**src/rtl/dlrx_pkg.sv**
```systemverilog
package dlrx_pkg;
  localparam logic [7:0]  HDR_MAGIC    = 8'h3C;
  localparam logic [7:0]  VERDICT_PASS = 8'hC3;
  localparam logic [7:0]  VERDICT_FAIL = 8'h5A;
  localparam logic [15:0] CRC_SEED     = 16'hFFFF;
  localparam logic [15:0] CRC_POLY     = 16'h1021;

  typedef enum logic [1:0] {ST_IDLE, ST_RECV, ST_SEND} rx_state_e;

  // one byte through the CRC, MSB first
  function automatic logic [15:0] crc_byte(input logic [15:0] c, input logic [7:0] d);
    logic [15:0] r;
    r = c ^ {d, 8'h00};
    for (int i = 0; i < 8; i++)
      r = r[15] ? ((r << 1) ^ CRC_POLY) : (r << 1);
    return r;
  endfunction
endpackage

```
**src/rtl/dlrx_crc16.sv**
```systemverilog
module dlrx_crc16
  import dlrx_pkg::*;
(
  input  logic        clk,
  input  logic        rst,
  input  logic        start,
  input  logic        en,
  input  logic [7:0]  data,
  output logic [15:0] crc_nx
);
  logic [15:0] crc_q;

  assign crc_nx = crc_byte(start ? CRC_SEED : crc_q, data);

  always_ff @(posedge clk) begin
    if (rst)     crc_q <= CRC_SEED;
    else if (en) crc_q <= crc_nx;
  end
endmodule

```
**src/rtl/dlrx_blk_timer.sv**
```systemverilog
module dlrx_blk_timer #(
  parameter int unsigned FIRST_CYC = 1000,
  parameter int unsigned NEXT_CYC  = 100,
  parameter int unsigned CW        = 16
) (
  input  logic          clk,
  input  logic          rst,
  input  logic          run,
  input  logic          restart,
  input  logic          first,
  output logic          expired,
  output logic [CW-1:0] cnt
);
  logic [CW-1:0] limit;

  assign limit   = first ? CW'(FIRST_CYC) : CW'(NEXT_CYC);
  assign expired = run && (cnt >= limit);

  always_ff @(posedge clk) begin
    if (rst || !run || restart) cnt <= '0;
    else if (!expired)          cnt <= cnt + 1'b1;
  end
endmodule

```
**src/rtl/dlrx_verdict_reg.sv**
```systemverilog
module dlrx_verdict_reg (
  input  logic       clk,
  input  logic       rst,
  input  logic       load,
  input  logic [7:0] code,
  input  logic       out_ready,
  output logic       out_valid,
  output logic [7:0] out_data
);
  always_ff @(posedge clk) begin
    if (rst) begin
      out_valid <= 1'b0;
      out_data  <= 8'h00;
    end else if (load) begin
      out_valid <= 1'b1;
      out_data  <= code;
    end else if (out_valid && out_ready) begin
      out_valid <= 1'b0;
    end
  end
endmodule

```
**src/rtl/dlrx_loader.sv**
```systemverilog
module dlrx_loader
  import dlrx_pkg::*;
#(
  parameter int unsigned BLOCK_BYTES   = 512,
  parameter int unsigned FIRST_TMO_CYC = 50_000_000,
  parameter int unsigned NEXT_TMO_CYC  = 5_000_000
) (
  input  logic       clk,
  input  logic       rst,
  input  logic       in_valid,
  input  logic [7:0] in_data,
  output logic       in_ready,
  output logic       out_valid,
  output logic [7:0] out_data,
  input  logic       out_ready,
  output logic [7:0] fw_version,
  output logic [7:0] fw_revision,
  output logic [7:0] fw_subrev
);
  localparam int unsigned IW     = $clog2(BLOCK_BYTES);
  localparam int unsigned TMO_MX = (FIRST_TMO_CYC > NEXT_TMO_CYC) ? FIRST_TMO_CYC : NEXT_TMO_CYC;
  localparam int unsigned TMR_W  = $clog2(TMO_MX + 1);

  rx_state_e      state;
  logic [IW-1:0]  idx;
  logic           first_blk;
  logic [7:0]     blocks_left;
  logic [7:0]     more_hdr;
  logic [15:0]    crc_expect;
  logic [15:0]    crc_nx;
  logic [TMR_W-1:0] tmr_cnt;
  logic           tmo_expired;

  logic take, at_start, in_recv, last_byte, magic_bad, crc_field, is_final;
  logic [7:0] nxt_left;
  logic       vd_load;
  logic [7:0] vd_code;

  assign in_ready  = (state != ST_SEND) && !tmo_expired;
  assign take      = in_valid && in_ready;
  assign at_start  = (state == ST_IDLE);
  assign in_recv   = (state == ST_RECV);
  assign last_byte = in_recv && (idx == IW'(BLOCK_BYTES - 1));
  assign magic_bad = (in_data != HDR_MAGIC);
  assign crc_field = first_blk && ((idx == IW'(2)) || (idx == IW'(3)));
  assign nxt_left  = first_blk ? more_hdr : (blocks_left - 8'd1);
  assign is_final  = (nxt_left == 8'd0);

  assign vd_load = take && ((at_start && magic_bad) || (last_byte && is_final));
  assign vd_code = (at_start || (crc_nx != crc_expect)) ? VERDICT_FAIL : VERDICT_PASS;

  dlrx_crc16 u_crc (
    .clk    (clk),
    .rst    (rst),
    .start  (at_start),
    .en     (take && !(in_recv && crc_field)),
    .data   (in_data),
    .crc_nx (crc_nx)
  );

  dlrx_blk_timer #(
    .FIRST_CYC (FIRST_TMO_CYC),
    .NEXT_CYC  (NEXT_TMO_CYC),
    .CW        (TMR_W)
  ) u_tmr (
    .clk     (clk),
    .rst     (rst),
    .run     (in_recv),
    .restart (take && last_byte),
    .first   (first_blk),
    .expired (tmo_expired),
    .cnt     (tmr_cnt)
  );

  dlrx_verdict_reg u_vd (
    .clk       (clk),
    .rst       (rst),
    .load      (vd_load),
    .code      (vd_code),
    .out_ready (out_ready),
    .out_valid (out_valid),
    .out_data  (out_data)
  );

  always_ff @(posedge clk) begin
    if (rst) begin
      state       <= ST_IDLE;
      idx         <= '0;
      first_blk   <= 1'b0;
      blocks_left <= 8'd0;
      more_hdr    <= 8'd0;
      crc_expect  <= 16'h0000;
      fw_version  <= 8'h00;
      fw_revision <= 8'h00;
      fw_subrev   <= 8'h00;
    end else begin
      unique case (state)
        ST_IDLE: begin
          if (take) begin
            if (magic_bad) begin
              state <= ST_SEND;
            end else begin
              state     <= ST_RECV;
              idx       <= IW'(1);
              first_blk <= 1'b1;
            end
          end
        end
        ST_RECV: begin
          if (tmo_expired) begin
            state     <= ST_IDLE;
            idx       <= '0;
            first_blk <= 1'b0;
          end else if (take) begin
            if (first_blk) begin
              if (idx == IW'(1)) more_hdr         <= in_data;
              if (idx == IW'(2)) crc_expect[7:0]  <= in_data;
              if (idx == IW'(3)) crc_expect[15:8] <= in_data;
              if (idx == IW'(4)) fw_version       <= in_data;
              if (idx == IW'(5)) fw_revision      <= in_data;
              if (idx == IW'(6)) fw_subrev        <= in_data;
            end
            if (last_byte) begin
              idx         <= '0;
              first_blk   <= 1'b0;
              blocks_left <= nxt_left;
              if (is_final) state <= ST_SEND;
            end else begin
              idx <= idx + 1'b1;
            end
          end
        end
        ST_SEND: begin
          if (out_valid && out_ready) state <= ST_IDLE;
        end
        default: state <= ST_IDLE;
      endcase
    end
  end
endmodule

```
**config.mk**
```make
export PLATFORM = sky130hd
export DESIGN_NAME = dlrx_loader
export DESIGN_NICKNAME = d
export VERILOG_FILES = /design/src/rtl/dlrx_pkg.sv /design/src/rtl/dlrx_crc16.sv /design/src/rtl/dlrx_blk_timer.sv /design/src/rtl/dlrx_verdict_reg.sv /design/src/rtl/dlrx_loader.sv
export SDC_FILE = /design/constraint.sdc
export NUM_CORES = 1
export LEC_CHECK = 0
export CORE_UTILIZATION = 30
export DETAILED_ROUTE_END_ITERATION = 12
export DONT_BUFFER_PORTS = 1
export PLACE_DENSITY = 0.44
export SETUP_SLACK_MARGIN = 0.02
export SYNTH_ARGS = -nofsm -noshare
export SYNTH_HDL_FRONTEND = slang
export SYNTH_SLANG_ARGS = --single-unit
export TNS_END_PERCENT = 10
```
**constraint.sdc**
```tcl
create_clock -name clk -period 2.9 [get_ports clk]
set_clock_uncertainty 0.05 [all_clocks]
set_input_delay 0.145 -clock clk [delete_from_list [all_inputs] [get_ports clk]]
set_output_delay 0.145 -clock clk [all_outputs]
set_load 0.05 [all_outputs]
```
==> key figures <==
Power
  • Worst IR drop on VDD: ~0.30 mV
  • Pleak: 0.003239 uW
  • Sequential power share: roughly 39%
  • PD cells: 530.4 mW/mm^2
  • Gate power share: 8.9%
  • Clock share of power: 52.4%
  • Total internal power: 3167 uW
  • P_sw: 1063 uW
  • Sw frac: 25.13%

Route
  • DRC viols: 0
  • Routed via count: 5,458
  • Per-cell routed wire length: 16.91 um
  • Starting DRT DRC Count: 258
  • Vias per Instance: 5.173
  • Antenna Nets Post-Route: 0
  • Detailed Route WL: 17.84 mm
  • Drt first pass iters: 4

Logic synthesis
  • Synth Area in Compound Gates: 17.97%
  • Cell area after synthesis: ~0.0066 sq mm
  • Syn_area_per_cell: roughly 9.0 sq um
  • Largest family of logic cells by synthesized area: simple AND/OR/NAND/NOR gates
  • Dominant synthesized flop cell: dfxtp_1
  • Post-synthesis cell type count: 74
  • Simple-gate area share of the yosys netlist: about a fifth
  • Ys async rst share: 0%
  • Post-synthesis register bit count: 114
  • Xor/xnor cell area share of the yosys netlist: 9.834%
  • Seq/Total Area, Yosys: 34.43%
  • Post-synth EDFFs: 0
  • Ys Warns: 0
  • Mux cell area share after synthesis: 8.173%
  • Adder-Cell Fraction of Synth Area: 4.153%
  • Synth Instances: roughly 740

STA
  • Tcrit/Tclk final: between 90% and 100%
  • Worst rel slew slack: 34.72%
  • Setup TNS: 0 ns
  • Fmax: 358.1 MHz
  • Post-layout min period: 2.792 ns
  • Final Slew Violations: 0
  • Final setup viols: 0
  • Fin. Hold Viols: 0
  • Worst slew pin tran: 0.9779 ns
  • RSZ-0062 raised after global routing: yes

Cells and area
  • Filler instances: roughly 2,200
  • Layout cells sized above 1: 16.39%
  • Final Util: around 37%
  • Nets: 796
  • Area grow syn2layout: 20.29%
  • # diodes: 0

Clocking
  • Cts bufs inserted: 17
  • TritonCTS clock tree: yes
  • Post-CTS Repair Setup Buffers: 0
  • Max clock buf depth: 2
  • H-tree depth: 4
  • CTS clk-pin slew, worst paths: 0.06 ns
  • Root Driver: clkbuf_16
  • CTS Sinks: 114
  • Clock Latency Late Sink: 0.42 ns

GRT
  • First-pass GRT wire length: 29.15 mm
  • GRT Residual Overflow: 0
  • Initial antenna violation count: 0
  • Vias in the first global route: 5,334
  • Total track usage: between 15 and 20%
  • Largest net degree at the start of global routing: 71

Setup path
  • Critical-path cell list: inv_4 > ha_1 > nand4_1 > or4_1 > a31o_1 > and3_4 > or2_4
  • Critical Path End Type: output pin
  • Crit Path Max Fanout: 11
  • Crit start category: flip-flop
  • Setup CP Type: reg2out
  • Required @ worst endpoint: 2.71 ns
  • Arrival @ worst endpoint: 2.60 ns
  • CP max stage cell: or4_1
  • Worst path top cell family by delay: simple AND/OR/NAND/NOR gates
  • Reg2Reg Setup Slack: 0.13 ns
  • Reg2reg start: first_blk
  • R2R depth: 9
  • Largest stage delay, worst path: 0.54 ns
  • CP bufs+invs: 1
  • Reg2Reg Capture Point: more_hdr[5]

Floorplan
  • I/O pins: 46
  • Die ar.: 0.02269 sq mm
  • Die height: roughly 150 um
  • Core Region: 0.02176 sq mm
  • Initial Utilization: 30.47%
  • Row count: 54
  • Die Span X: between 150 and 200 um

Placed design
  • RePlAce Congestion: just over 0.8
  • PortBufs: 0
  • Hpwl dp: roughly 12 mm

Worst hold path
  • Worst hold start: rst
  • Hold Crit Endpoint: fw_subrev[2]
  • Worst min path class: in2reg
  • Hold depth: 2

Run status
  • Status: finished, final reports clean

Job
  • MaxCap Viol Count: 0
repair_timing:
| action | 4_1_cts | 5_1_grt |
|---|---|---|
| gates resized for setup | 8 | 13 |
| hold buffers | 11 | 0 |
| pin swaps | 1 | 2 |
| endpoints found under the setup margin | 49 | 36 |
| endpoints found under the hold margin | 79 | 0 |
worst max-delay path by stage:
stage,to,cells past startpoint,from,slack [ns]
floorplan,fw_revision[0],10,first_blk,0.05
global placement,u_crc.crc_q[3],9,first_blk,-0.001
detailed placement,idx[6],9,first_blk,-0.18
CTS,in_ready,7,first_blk,0.06
global route,more_hdr[7],9,first_blk,-0.01
finish,in_ready,7,first_blk,0.11
Yosys cell counts (14+ instances only):
cell type    n  area [sq um]
o211ai_1    15         112.6
clkbuf_1    22         82.58
mux2i_1     53         530.5
nor3_1      14         70.07
o21ai_0     36         180.2
dfxtp_1    114          2282
buf_2       15         75.07
xor2_1      26         227.7
a21oi_1     22         110.1
or3_1       14         87.58
xnor2_1     31         271.5
nor2_1      92         345.3
ha_1        22         275.3
nand3_1     27         135.1
inv_1       24         90.09
nand2_1     27         101.4
area by class of cell:
cell class	count	area [sq um]	share of cell area, %
inverters	24	92.59	1.161
well taps	280	350.3	4.394
repair buffers	54	550.5	6.904
clock inverters	13	173.9	2.181
multi-input cells	551	4068	51.01
clock buffers	19	452.9	5.680
flip-flops and latches	114	2286	28.67
logic make-up (layout without fill, tap and decap cells):
logic type	Yosys count	after routing
XOR/XNOR	64	64
other	1	2
AO/OA/AOI/OAI	160	160
multiplexers	54	54
buffers and inverters	72	110
AND/OR/NAND/NOR	249	249
adder cells (fa/ha/maj)	22	22
flip-flops	114	114
per-stage QoR:
stage               std cells  setup slack [ns]  hold WS [ns]  total power [uW]  area [sq um]
floorplan                 737           0.04779        0.2768              1951          6633
global placement         1012         -0.001014        0.1731              1994          7142
detailed placement       1012           -0.1759        0.1758              1994          7142
CTS                      1055           0.05503       0.01544              4285          7924
global route             1055          -0.01238       0.03545              4389          7974
finish                   1055            0.1075       0.02527              4230          7974
sequential cells by signal (all words and copies together) (netlist names), 3 cells and up:
| signal | flops |
|---|---|
| fw_version | 8 |
| fw_subrev | 8 |
| more_hdr | 8 |
| u_vd.out_data | 3 |
| idx | 9 |
| crc_expect | 16 |
| u_crc.crc_q | 16 |
| fw_revision | 8 |
| blocks_left | 8 |
| u_tmr.cnt | 26 |
power by group through the flow:
stage	Combinational, uW	Clock (uW)	Sequential, uW
final	375	2220	1640
after global routing	410	2340	1640
after CTS	372	2270	1640
after detailed placement	321	0	1670
after global placement	321	0	1670
after floorplan	285	0	1670
layout by cell type (no fill, tap or decap), types with 9 or more instances in the layout:
cell	synthesis	routed
a211oi_1	13	13
a21oi_1	22	21
a21oi_2	9	10
and2_1	9	9
buf_4	7	35
clkbuf_16	0	17
dfxtp_1	114	113
dlygate4sd3_1	0	10
ha_1	22	19
inv_1	24	23
mux2i_1	53	53
nand2_1	27	27
nand3_1	27	27
nor2_1	92	90
nor3_1	14	13
o211ai_1	15	15
o21ai_0	36	34
or3_1	14	14
or4_1	10	9
xnor2_1	31	31
xor2_1	26	26
per-layer routing:
| metal | share of wire [%] | routed length, um | vias up | global-route usage [%] |
|---|---|---|---|---|
| li1 | - | - | 2703 | - |
| met1 | 49 | 8792 | 2652 | 22.85 |
| met2 | 46 | 8140 | 81 | 26.61 |
| met3 | 3.7 | 653 | 22 | 3.424 |
| met4 | 1.4 | 251 | 0 | 4.950 |
| met5 | 0 | 0 | - | 0 |
Note: power is estimated with default switching activity, not from simulation.
